===== src/rtl/acc_alu24.sv =====
module acc_alu24 #(
  parameter int W = 24
) (
  input  logic           clk,
  input  logic           rst,
  input  logic           op_valid,
  input  logic [2:0]     op,
  input  logic           acc_sel,
  input  logic [1:0]     opnd_sel,
  input  logic           sat_en,
  input  logic           clr_sticky,
  input  logic [W-1:0]   ext_bus,
  input  logic [2*W-1:0] mult_in,
  output logic [W-1:0]   acc_a,
  output logic [W-1:0]   acc_b,
  output logic           flag_n,
  output logic           flag_z,
  output logic           flag_v,
  output logic           flag_c,
  output logic           flag_sv
);
  localparam logic [2:0] ADD = 3'd0, SUB = 3'd1, CMP = 3'd2, NEG = 3'd3,
                         ABS = 3'd4, ASR = 3'd5, SHL = 3'd6, LD  = 3'd7;
  localparam logic [W-1:0] MAXP = {1'b0, {(W-1){1'b1}}};
  localparam logic [W-1:0] MINN = {1'b1, {(W-1){1'b0}}};

  logic [W-1:0] src, other, opnd, x, y, sh, res;
  logic [W:0]   sum;
  logic         cin, add_v, v, c, pos;

  assign src   = acc_sel ? acc_b : acc_a;
  assign other = acc_sel ? acc_a : acc_b;
  assign opnd  = (opnd_sel == 2'd0) ? other :
                 (opnd_sel == 2'd1) ? mult_in[2*W-1:W] : ext_bus;

  always_comb begin
    x = src; y = '0; cin = 1'b0;
    case (op)
      ADD:      y = opnd;
      SUB, CMP: begin y = ~opnd; cin = 1'b1; end
      NEG:      begin x = '0; y = ~src; cin = 1'b1; end
      ABS:      if (src[W-1]) begin x = '0; y = ~src; cin = 1'b1; end
      LD:       begin x = '0; y = opnd; end
      default:  ;
    endcase
  end

  assign sum   = {1'b0, x} + {1'b0, y} + {{W{1'b0}}, cin};
  assign add_v = (x[W-1] == y[W-1]) && (sum[W-1] != x[W-1]);

  always_comb begin
    sh  = sum[W-1:0];
    v   = add_v;
    c   = sum[W];
    pos = ~sum[W-1];
    case (op)
      ASR: begin sh = {sum[W-1], sum[W-1:1]}; c = sum[0]; v = 1'b0; end
      SHL: begin
        sh  = {sum[W-2:0], 1'b0};
        c   = sum[W-1];
        v   = sum[W-1] ^ sum[W-2];
        pos = ~sum[W-1];
      end
      ABS, LD: c = 1'b0;
      default: ;
    endcase
    if (op != SHL) pos = sum[W-1];
  end

  assign res = (sat_en && v) ? (pos ? MAXP : MINN) : sh;

  always_ff @(posedge clk) begin
    if (rst) begin
      acc_a <= '0; acc_b <= '0;
      flag_n <= 1'b0; flag_z <= 1'b0; flag_v <= 1'b0; flag_c <= 1'b0;
      flag_sv <= 1'b0;
    end else begin
      if (op_valid) begin
        if (op != CMP) begin
          if (acc_sel) acc_b <= res;
          else         acc_a <= res;
        end
        flag_n <= res[W-1];
        flag_z <= (res == '0);
        flag_v <= v;
        flag_c <= c;
      end
      if (op_valid && sat_en && v) flag_sv <= 1'b1;
      else if (clr_sticky)         flag_sv <= 1'b0;
    end
  end
endmodule



===== config.mk =====
export PLATFORM = sky130hd
export DESIGN_NAME = acc_alu24
export DESIGN_NICKNAME = d
export VERILOG_FILES = /design/src/rtl/acc_alu24.sv
export SDC_FILE = /design/constraint.sdc
export NUM_CORES = 1
export LEC_CHECK = 0
export ABC_AREA = 0
export ABC_CLOCK_PERIOD_IN_PS = 9350
export BUFFER_PORTS_ARGS = -buffer_cell sky130_fd_sc_hd__buf_2
export CAP_MARGIN = 20
export CORE_MARGIN = 1.5
export CORE_UTILIZATION = 60
export DETAILED_ROUTE_END_ITERATION = 12
export GPL_TIMING_DRIVEN = 0
export PLACE_DENSITY_LB_ADDON = 0.25
export SETUP_SLACK_MARGIN = 0.3
export SLEW_MARGIN = 20
export SYNTH_ARGS = -nofsm -noshare
export SYNTH_HDL_FRONTEND = slang
export SYNTH_SLANG_ARGS = --single-unit
export TNS_END_PERCENT = 30

===== constraint.sdc =====
create_clock -name clk -period 9.35 [get_ports clk]
set_input_delay 1.87 -clock clk [delete_from_list [all_inputs] [get_ports clk]]
set_output_delay 1.87 -clock clk [all_outputs]
set_load 0.005 [all_outputs]

==> impl_metrics.py <==
metrics = {
    "timing": {
        "worstMarginPinSlew_ns": 1.03,
        "rsz0062_at_grt": "false",
        "finalSetupViolations": 0,
        "finalCritPeriodShare": 0.796,
        "max_freq_mhz": 134,
        "layout_min_cycle_time_ns": 7.44,
        "fin_tns_setup_ns": 0,
        "slew_violations": 0,
        "hold_viol": 0,
        "finClkSkew_ns": 0.00549,
        "maxSlewHeadroom": 0.313,
    },
    "clock_network": {
        "cts_resized": 0,
        "path_clk_slew_ns": 0.10,
        "clock-sinks": 53,
        "insertion_delay_ns": 0.32,
        "numCtsBuffers": 5,
        "cts_buffer_depth": 2,
        "cts-root-buf": "clkbuf_8",
        "hold_buffers": 0,
        "htreeDepth": 2,
        "cts_tree": "done",
        "post-cts-setup-buffers": 0,
    },
    "routing": {
        "vias": 6859,
        "drc": 0,
        "wl_per_cell_um": 20.2,
        "dr.first_iter.drc_count": 677,
        "drtAntennaViolNets": 0,
        "via_per_inst": 6.54,
        "first_pass_iters": 5,
        "wl_mm": 21.2,
    },
    "synthesis": {
        "ys.warnings.count": 0,
        "yosys.area.top_type": "dfxtp_1",
        "ys_top_cells_by_count": "nor2_1 (95), nand2_1 (80), o21ai_0 (76)",
        "yosysMostFrequentCell": "nor2_1",
        "syn_nets": 914,
        "synth_seq_area_share": 0.184,
        "synthTopCellsByArea": "dfxtp_1 (18%), mux2i_1 (10%), o21ai_0 (6.6%)",
        "netlist_instances": 805,
        "synthDominantCellAreaShare": 0.184,
        "avgSynthCellArea_um2": 7.18,
        "synth_ff_type": "dfxtp_1",
        "postSynth.asyncResetShare": 0,
        "ys_ff_latch": 53,
        "synth_cell_type_count": 73,
        "syn_area_mm2": 0.00578,
        "synth-edff-count": 0,
    },
    "job": {
        "max-cap-violations": 0,
    },
    "power_and_ir_drop": {
        "ir_drop_mv": 0.0871,
        "powerDensity_mw_per_mm2": 131,
        "leakage_nw": 3.02,
    },
    "final_layout": {
        "syn_to_final_growth_pct": 14.1,
        "final_nets": 1027,
        "final_area_mm2": 0.00659,
        "n_antenna_cell": 0,
        "drive_above_1_share": 0.178,
    },
    "global_route": {
        "groute.usage.overall": 0.409,
        "overflow": 0,
        "grt_pass1_vias": 6191,
        "grt_use_met3": 0.0635,
        "use_met1": 0.552,
        "grt_pass1_wl_mm": 32.6,
        "busiest_layer": "met2",
        "antenna_found_initial": 0,
        "grt_max_degree": 17,
        "grtUsageMet2": 0.668,
    },
    "setup_path": {
        "ff2ff_path_depth": 15,
        "worstSetupPathType": "input port to flop",
        "worstPathMaxFanout": 10,
        "end_kind": "flop",
        "worstPathArrival_ns": 7.61,
        "start_kind": "input port",
        "worstReg2RegEnd": "acc_a[5]",
        "r2r_slack_ns": 3.99,
        "critPathRequiredTime_ns": 9.52,
        "r2r_start": "acc_a[23]",
    },
    "floorplan": {
        "chipHeight_um": 101,
        "initial_core_util": 0.622,
        "core_mm2": 0.00928,
        "die-area_mm2": 0.0102,
        "num_rows": 35,
        "fp.dieW_um": 101,
        "io_pins": 136,
    },
    "placed_design": {
        "numPortBuffers": 106,
        "gp_congestion": 1.08,
        "dpl_cell_area_mm2": 0.00647,
        "dp_hpwl_mm": 17.1,
    },
    "worst_hold_path": {
        "holdPathEnd": "acc_b[15]",
        "holdCritStartpoint": "acc_b[15]",
        "hp-class": "flop to flop",
        "hold_depth": 2,
    },
    "outcome": {
        "status": "complete, no violations",
    },
}
[power by group]
part | leakage [nW] | internal [W] | switching [W]
clock | 0.0574 | 0.0000872 | 0.0000804
sequential | 0.433 | 0.000244 | 0.0000202
combinational | 2.53 | 0.000163 | 0.000266
[logic make-up (layout without fill, tap and decap cells)]
| group | after synthesis | in the layout | share of synthesized area |
|---|---|---|---|
| AOI/OAI and AO/OA | 239 | 239 | 0.257 |
| xor gates and xnor gates | 16 | 16 | 0.0243 |
| adders and majority gates | 26 | 26 | 0.0589 |
| buffers and inverters | 74 | 188 | 0.0554 |
| DFF | 53 | 53 | 0.184 |
| muxes | 84 | 84 | 0.152 |
| and+or+nand+nor | 313 | 313 | 0.269 |
[metrics by stage]
stage	utilization	power, W	hold slack (ns)	setup slack [ns]	instances
after floorplan	-	0.000551	0.453	2.95	805
final	0.710	0.000861	0.500	1.91	1048
after detailed placement	0.697	0.000680	0.474	1.62	1040
after global placement	0.697	0.000669	0.467	1.72	1040
after CTS	0.710	0.000840	0.489	1.91	1048
after global routing	0.710	0.000902	0.509	1.56	1048
[layout by cell type, fill, tap and decap left out, types with 27 or more instances in the layout]
master	n
o21ai_0	76
nor3_1	30
nor2_1	95
o21ai_1	27
a21oi_1	56
clkbuf_1	49
buf_2	108
nand2_1	80
mux2i_1	58
dfxtp_1	53
and3_1	31
[registers in the layout, summed over array words and instances, names as in the netlist]
signal   count
flag_sv      1
flag_n       1
flag_z       1
flag_c       1
acc_a       24
flag_v       1
acc_b       24
[worst max path at each step]
| stage | startpoint | end | slack (ns) | cells past startpoint |
|---|---|---|---|---|
| final | acc_sel | acc_a[5] | 1.91 | 18 |
| after global routing | acc_sel | flag_z | 1.56 | 20 |
| after CTS | acc_sel | acc_a[5] | 1.91 | 18 |
| after detailed placement | acc_sel | acc_a[5] | 1.62 | 18 |
| after global placement | acc_sel | acc_a[5] | 1.72 | 18 |
| after floorplan | acc_sel | acc_a[13] | 2.95 | 18 |
[area by class of cell]
cell class	count	area, µm²
Clock inverter	2	37.5
Inverter	14	52.6
Sequential cell	53	1060
Timing Repair Buffer	106	531
Tap cell	129	161
Multi-Input combinational cell	678	4400
Buffer	60	268
Clock buffer	6	82.6
Fill cell	782	2690
[worst max-delay path: stages]
cell,delay [ns]
clkbuf_1,0.34
buf_1,0.76
mux2i_1,0.16
nor2_1,0.14
a21oi_1,0.06
o21ai_0,0.37
mux2i_1,0.22
o21ai_0,0.14
fa_1,0.48
fa_1,0.41
a211oi_1,0.40
o31a_1,0.36
or3_4,0.23
a21boi_4,0.08
mux2i_2,0.38
nor3b_1,0.13
a2111oi_1,0.91
o21ai_1,0.15
[routing by layer]
metal / up-vias / part of all wire / wire length, µm
met1: 3212 / 0.41 / 8720
met3: 51 / 0.099 / 2100
li1: 3177 / - / -
met2: 419 / 0.46 / 9750
met5: - / 0 / 0
met4: 0 / 0.030 / 632
(Power assumes the default switching activity.)
